===== config.mk =====
export PLATFORM = sky130hd
export DESIGN_NAME = sio_cfg_frontend
export DESIGN_NICKNAME = d
export VERILOG_FILES = /design/src/rtl/sio_cfg_pkg.sv /design/src/rtl/sio_cfg_lock.sv /design/src/rtl/sio_cfg_bank.sv /design/src/rtl/sio_cfg_change.sv /design/src/rtl/sio_cfg_frontend.sv
export SDC_FILE = /design/constraint.sdc
export NUM_CORES = 1
export LEC_CHECK = 0
export ABC_CLOCK_PERIOD_IN_PS = 3350
export BUFFER_PORTS_ARGS = -buffer_cell sky130_fd_sc_hd__buf_2
export CORE_MARGIN = 3
export CORE_UTILIZATION = 59
export CTS_CLUSTER_DIAMETER = 150
export CTS_CLUSTER_SIZE = 12
export DETAILED_ROUTE_END_ITERATION = 8
export GPL_TIMING_DRIVEN = 0
export PLACE_DENSITY_LB_ADDON = 0.1
export SLEW_MARGIN = 20
export SYNTH_ARGS = -nofsm -noshare
export SYNTH_HDL_FRONTEND = slang
export SYNTH_SLANG_ARGS = --single-unit

===== constraint.sdc =====
create_clock -name clk -period 3.35 [get_ports clk]
set_input_delay 0.335 -clock clk [delete_from_list [all_inputs] [get_ports clk]]
set_output_delay 0.335 -clock clk [all_outputs]
set_load 0.005 [all_outputs]

===== src/rtl/sio_cfg_pkg.sv =====
package sio_cfg_pkg;
  localparam int NREG   = 16;
  localparam int DW     = 8;
  localparam int RIDX_W = $clog2(NREG);

  typedef enum logic [1:0] {
    LK_IDLE = 2'd0,
    LK_HALF = 2'd1,
    LK_OPEN = 2'd2
  } lock_state_t;

  function automatic logic [DW-1:0] reg_default(input int idx);
    case (idx)
      0:       reg_default = 8'h3F;
      1:       reg_default = 8'h9F;
      2:       reg_default = 8'hDC;
      default: reg_default = '0;
    endcase
  endfunction
endpackage


===== src/rtl/sio_cfg_lock.sv =====
module sio_cfg_lock
  import sio_cfg_pkg::*;
#(
  parameter logic [DW-1:0] OPEN_KEY  = 8'h55,
  parameter logic [DW-1:0] CLOSE_KEY = 8'hAA
) (
  input  logic          clk,
  input  logic          rst_n,
  input  logic          sel_wr,
  input  logic [DW-1:0] wdata,
  output logic          open_o,
  output logic          sel_load
);
  lock_state_t state_q, state_d;

  always_comb begin
    state_d  = state_q;
    sel_load = 1'b0;
    if (sel_wr) begin
      case (state_q)
        LK_IDLE: if (wdata == OPEN_KEY) state_d = LK_HALF;
        LK_HALF: if (wdata == OPEN_KEY) state_d = LK_OPEN;
        LK_OPEN: begin
          if (wdata == CLOSE_KEY) state_d = LK_IDLE;
          else                    sel_load = 1'b1;
        end
        default: state_d = LK_IDLE;
      endcase
    end
  end

  always_ff @(posedge clk or negedge rst_n) begin
    if (!rst_n) state_q <= LK_IDLE;
    else        state_q <= state_d;
  end

  assign open_o = (state_q == LK_OPEN);
endmodule


===== src/rtl/sio_cfg_bank.sv =====
module sio_cfg_bank
  import sio_cfg_pkg::*;
(
  input  logic                      clk,
  input  logic                      rst_n,
  input  logic                      wr_en,
  input  logic [RIDX_W-1:0]         wr_idx,
  input  logic [DW-1:0]             wdata,
  output logic [NREG-1:0][DW-1:0]   regs_o
);
  for (genvar g = 0; g < NREG; g++) begin : g_reg
    localparam logic [DW-1:0] RST_VAL = reg_default(g);
    logic hit;
    assign hit = wr_en && (wr_idx == RIDX_W'(g));
    always_ff @(posedge clk or negedge rst_n) begin
      if (!rst_n)   regs_o[g] <= RST_VAL;
      else if (hit) regs_o[g] <= wdata;
    end
  end
endmodule


===== src/rtl/sio_cfg_change.sv =====
module sio_cfg_change
  import sio_cfg_pkg::*;
(
  input  logic              clk,
  input  logic              rst_n,
  input  logic              wr_en,
  input  logic [RIDX_W-1:0] wr_idx,
  input  logic [DW-1:0]     old_val,
  input  logic [DW-1:0]     new_val,
  output logic              stb_o,
  output logic [RIDX_W-1:0] idx_o,
  output logic [DW-1:0]     mask_o
);
  logic [DW-1:0] mask_d;
  assign mask_d = old_val ^ new_val;

  always_ff @(posedge clk or negedge rst_n) begin
    if (!rst_n) stb_o <= 1'b0;
    else        stb_o <= wr_en;
  end

  always_ff @(posedge clk or negedge rst_n) begin
    if (!rst_n) begin
      idx_o  <= '0;
      mask_o <= '0;
    end else if (wr_en) begin
      idx_o  <= wr_idx;
      mask_o <= mask_d;
    end
  end
endmodule


===== src/rtl/sio_cfg_frontend.sv =====
module sio_cfg_frontend
  import sio_cfg_pkg::*;
#(
  parameter int                ADDR_W    = 16,
  parameter logic [ADDR_W-1:0] SEL_PORT  = 16'h03F0,
  parameter logic [ADDR_W-1:0] DATA_PORT = 16'h03F1
) (
  input  logic              clk,
  input  logic              rst_n,
  input  logic [ADDR_W-1:0] bus_addr,
  input  logic [7:0]        bus_wdata,
  input  logic              bus_wr,
  input  logic              bus_rd,
  output logic [7:0]        bus_rdata,
  output logic              cfg_open,
  output logic [7:0]        cfg_r0,
  output logic [7:0]        cfg_r1,
  output logic [7:0]        cfg_r2,
  output logic              chg_stb,
  output logic [3:0]        chg_idx,
  output logic [7:0]        chg_mask
);
  logic                    sel_wr, data_wr, sel_load, idx_ok, acc_wr;
  logic [DW-1:0]           sel_q;
  logic [RIDX_W-1:0]       sel_idx;
  logic [NREG-1:0][DW-1:0] regs;
  logic [DW-1:0]           cur_val;

  assign sel_wr  = bus_wr && (bus_addr == SEL_PORT);
  assign data_wr = bus_wr && (bus_addr == DATA_PORT);
  assign sel_idx = sel_q[RIDX_W-1:0];
  assign idx_ok  = (sel_q[DW-1:RIDX_W] == '0);
  assign acc_wr  = data_wr && cfg_open && idx_ok;

  sio_cfg_lock u_lock (
    .clk      (clk),
    .rst_n    (rst_n),
    .sel_wr   (sel_wr),
    .wdata    (bus_wdata),
    .open_o   (cfg_open),
    .sel_load (sel_load)
  );

  always_ff @(posedge clk or negedge rst_n) begin
    if (!rst_n)        sel_q <= '0;
    else if (sel_load) sel_q <= bus_wdata;
  end

  sio_cfg_bank u_bank (
    .clk    (clk),
    .rst_n  (rst_n),
    .wr_en  (acc_wr),
    .wr_idx (sel_idx),
    .wdata  (bus_wdata),
    .regs_o (regs)
  );

  assign cur_val = regs[sel_idx];

  sio_cfg_change u_chg (
    .clk     (clk),
    .rst_n   (rst_n),
    .wr_en   (acc_wr),
    .wr_idx  (sel_idx),
    .old_val (cur_val),
    .new_val (bus_wdata),
    .stb_o   (chg_stb),
    .idx_o   (chg_idx),
    .mask_o  (chg_mask)
  );

  always_comb begin
    bus_rdata = '0;
    if (bus_rd && (bus_addr == DATA_PORT) && cfg_open && idx_ok)
      bus_rdata = cur_val;
  end

  assign cfg_r0 = regs[0];
  assign cfg_r1 = regs[1];
  assign cfg_r2 = regs[2];
endmodule


==> impl_metrics.csv <==
group,metric,value,unit
outcome,outcome,"finished clean",
sta,period_share,0.9343,
yosys,synthCells,587,
detailed_routing,wire_per_inst,21.96,um
sta,final_hold_viol_count,0,
global_route,grt_pass1_wl,29880,um
floorplanning,die-area,14330,um^2
critical_path,slowest_delay,0.61,ns
cells_and_area,drive_above_1_share,0.5217,
sta,fin_skew,0.01129,ns
sta,max_slew_margin,0.4571,
pwr,p_switching,833.2,uW
global_route,grt_usage,0.2774,
pwr,combPwrFrac,0.028,
placement,dp_hpwl,13100,um
clock_tree,post_cts_buffers,0,
detailed_routing,dr.pass1.iters,4,
global_route,gr-usage-met2,0.4636,
cells_and_area,postLayoutCoreUtil,0.7204,
critical_path,cp.required,3.01,ns
critical_path,path_cells,"clkbuf_4, clkbuf_1, mux2_2, o21ai_0, or3_1, a21boi_0, buf_2",
detailed_routing,drcViolationCount,0,
cells_and_area,final_common_cell,"mux2_2",
critical_path,critPathMaxFanout,10,
floorplanning,io_pins,74,
yosys,synth_edf_count,0,
yosys,yosys_warnings,0,
floorplanning,die_x,119.7,um
job,cap_violations,0,
yosys,ys_async_sr_fraction,1.000,
yosys,ys_ff_latch,151,
yosys,avgSynthCellArea,13.00,um^2
clock_tree,numClockSinks,151,
sta,tightest_slew,0.8082,ns
pwr,peakVddDrop,0.0003548,V
clock_tree,htreeDepth,4,
floorplanning,start_util,0.6196,
global_route,grt_pass1_vias,5514,
global_route,overflow,0,
floorplanning,die_y,119.7,um
yosys,syn_nets,615,
global_route,use_met1,0.3523,
global_route,grt_util_met3,0.07399,
critical_path,startpoint_type,"flip-flop",
cells_and_area,diodes,0,
pwr,seqPwrFrac,0.470,
pwr,power.internal,3047,uW
cells_and_area,most-common-layout-cells,"174 x mux2_2, 134 x dfrtp_1, 72 x buf_2",
sta,rsz0062_at_grt,"no",
yosys,synth-seq-area-share,0.4981,
detailed_routing,via_count,5077,
sta,final.min_clock_period,3.130,ns
sta,setup_tns,0,ns
critical_path,slowest_stage,"clkbuf_1",
floorplanning,rows,40,
placement,place_congestion,0.8476,
clock_tree,cts.clk_slew.worst_paths,0.06,ns
yosys,yosys.cell_types.count,42,
detailed_routing,vias_per_cell,5.903,
placement,dp_cells,827,
detailed_routing,drt-total-wl,18890,um
cells_and_area,finalNetCount,707,
floorplanning,core_area,12310,um^2
pwr,leakage,0.004409,uW
clock_tree,cts_tree,"built",
placement,port_buffers,71,
clock_tree,numCtsBuffers,17,
yosys,netlist_area,7629,um^2
yosys,synth_ff_type,"dfrtp_1",
hold_path,hold_path.class,"in -> reg",
critical_path,crit_path_end_kind,"output port",
critical_path,worst-setup-path-type,"reg -> out",
pwr,swShare,0.2147,
critical_path,arrival,2.79,ns
critical_path,cp_top_family,"buffers and inverters",
sta,slew_violations,0,
clock_tree,root_buffer,"clkbuf_16",
global_route,top_usage_layer,"met2",
global_route,grt_max_degree,105,
pwr,power_density,437.4,nW/um^2
cells_and_area,final_cells,860,
pwr,clkPwrFrac,0.501,
cells_and_area,syn2layout_area_growth,16.27,%
global_route,antenna_found_initial,0,
clock_tree,cts_buffer_depth,2,
sta,fmax,0.3195,GHz
clock_tree,clk-insertion-delay-late,0.43,ns
detailed_routing,initialDrtViolationCount,314,
sta,setup_viol,0,
critical_path,cp.buffers_inverters,3,
detailed_routing,ant_nets,0,
## power groups by stage
| stage | registers (uW) | clock network (uW) | logic [uW] |
|---|---|---|---|
| after global routing | 1820 | 2050 | 121 |
| final | 1830 | 1950 | 109 |
| after global placement | 1860 | 0 | 101 |
| after CTS | 1830 | 1960 | 111 |
| after floorplan | 1860 | 0 | 29.5 |
| after detailed placement | 1860 | 0 | 110 |
## area by class of cell
type	instances	area [um^2]
sequential	151	3800
tap	168	210.2
fill	880	3442
inverter	10	37.54
timing repair buffer	73	402.9
buffer	67	372.9
multi-input combinational	359	3435
clock inverter	10	117.6
clock buffer	22	494.2
## final timing paths
path,slack (ns),cells past startpoint,startpoint,endpoint
worst max-delay path,0.22,7,sel_q[1],bus_rdata[4]
worst min-delay path,0.38,4,bus_wr,u_lock.state_q[0]
worst max register to register,0.42,7,sel_q[1],u_bank.regs_o[30]
worst min register to register,0.46,2,u_chg.idx_o[1],u_chg.idx_o[1]
max in group asynchronous,2.13,3,rst_n,u_bank.regs_o[0]
min in group asynchronous,0.40,2,rst_n,u_bank.regs_o[57]
## synthesized netlist by cell type, types with 6 or more instances
cell      count  area (um^2)
o31ai_1       6        45.04
a211oi_1      8        60.06
or3_1        19        118.9
o22ai_1      16        100.1
nand2b_1      7        43.79
and3_1        7        43.79
mux4_2        8        180.2
nor2_1       10        37.54
dfrtp_1     134         3353
nor3_4        9        146.4
buf_4        24        180.2
buf_2         6        30.03
inv_1        10        37.54
clkbuf_1     32        120.1
nor4_4        7        148.9
a21boi_0      8        60.06
mux2_2      174         1959
dfstp_2      17        446.7
nand2_1      25        93.84
a21oi_1       7        35.03
nor2b_1       9        56.30
o21ai_0       9        45.04
## through the flow
step	setup slack, ns	total power [uW]	instance area, um^2	hold slack (ns)
after global routing	0.08275	3999	8870	0.4178
after CTS	0.003406	3896	8859	0.3690
after detailed placement	0.08023	1967	8232	0.2576
after floorplan	0.7671	1887	7629	0.03941
final	0.2202	3880	8870	0.3758
after global placement	-0.08892	1958	8194	0.4452
## state kept, by name, summed over array words and instances (netlist names)
signal and count:
u_lock.state_q 2, u_chg.stb_o 1, u_chg.mask_o 8, u_bank.regs_o 128, sel_q 8, u_chg.idx_o 4
## per-layer routing
layer	vias to the layer above	routed length, um
met5	-	0
met4	0	380
met3	34	1003
met2	154	9548
met1	2601	7953
li1	2288	-
## worst min-delay path: stages
cell	delay, ns
buf_2	0.13
nand3b_1	0.11
a21oi_1	0.05
o21ai_0	0.14
## cells by family (layout without fill, tap and decap cells)
family	Yosys count	in the layout	share of synthesized area
compound gates	58	58	0.04986
flops	151	151	0.4981
simple gates	117	117	0.1169
mux	184	184	0.2834
buf+inv	77	182	0.05167
## what timing repair did
action	CTS	global route
resized for setup	2	12
endpoints found under the setup margin	7	8
cloned	0	0
hold buffers	1	0
hold endpoints to repair	43	0
Note: power is estimated with default switching activity, not from simulation.
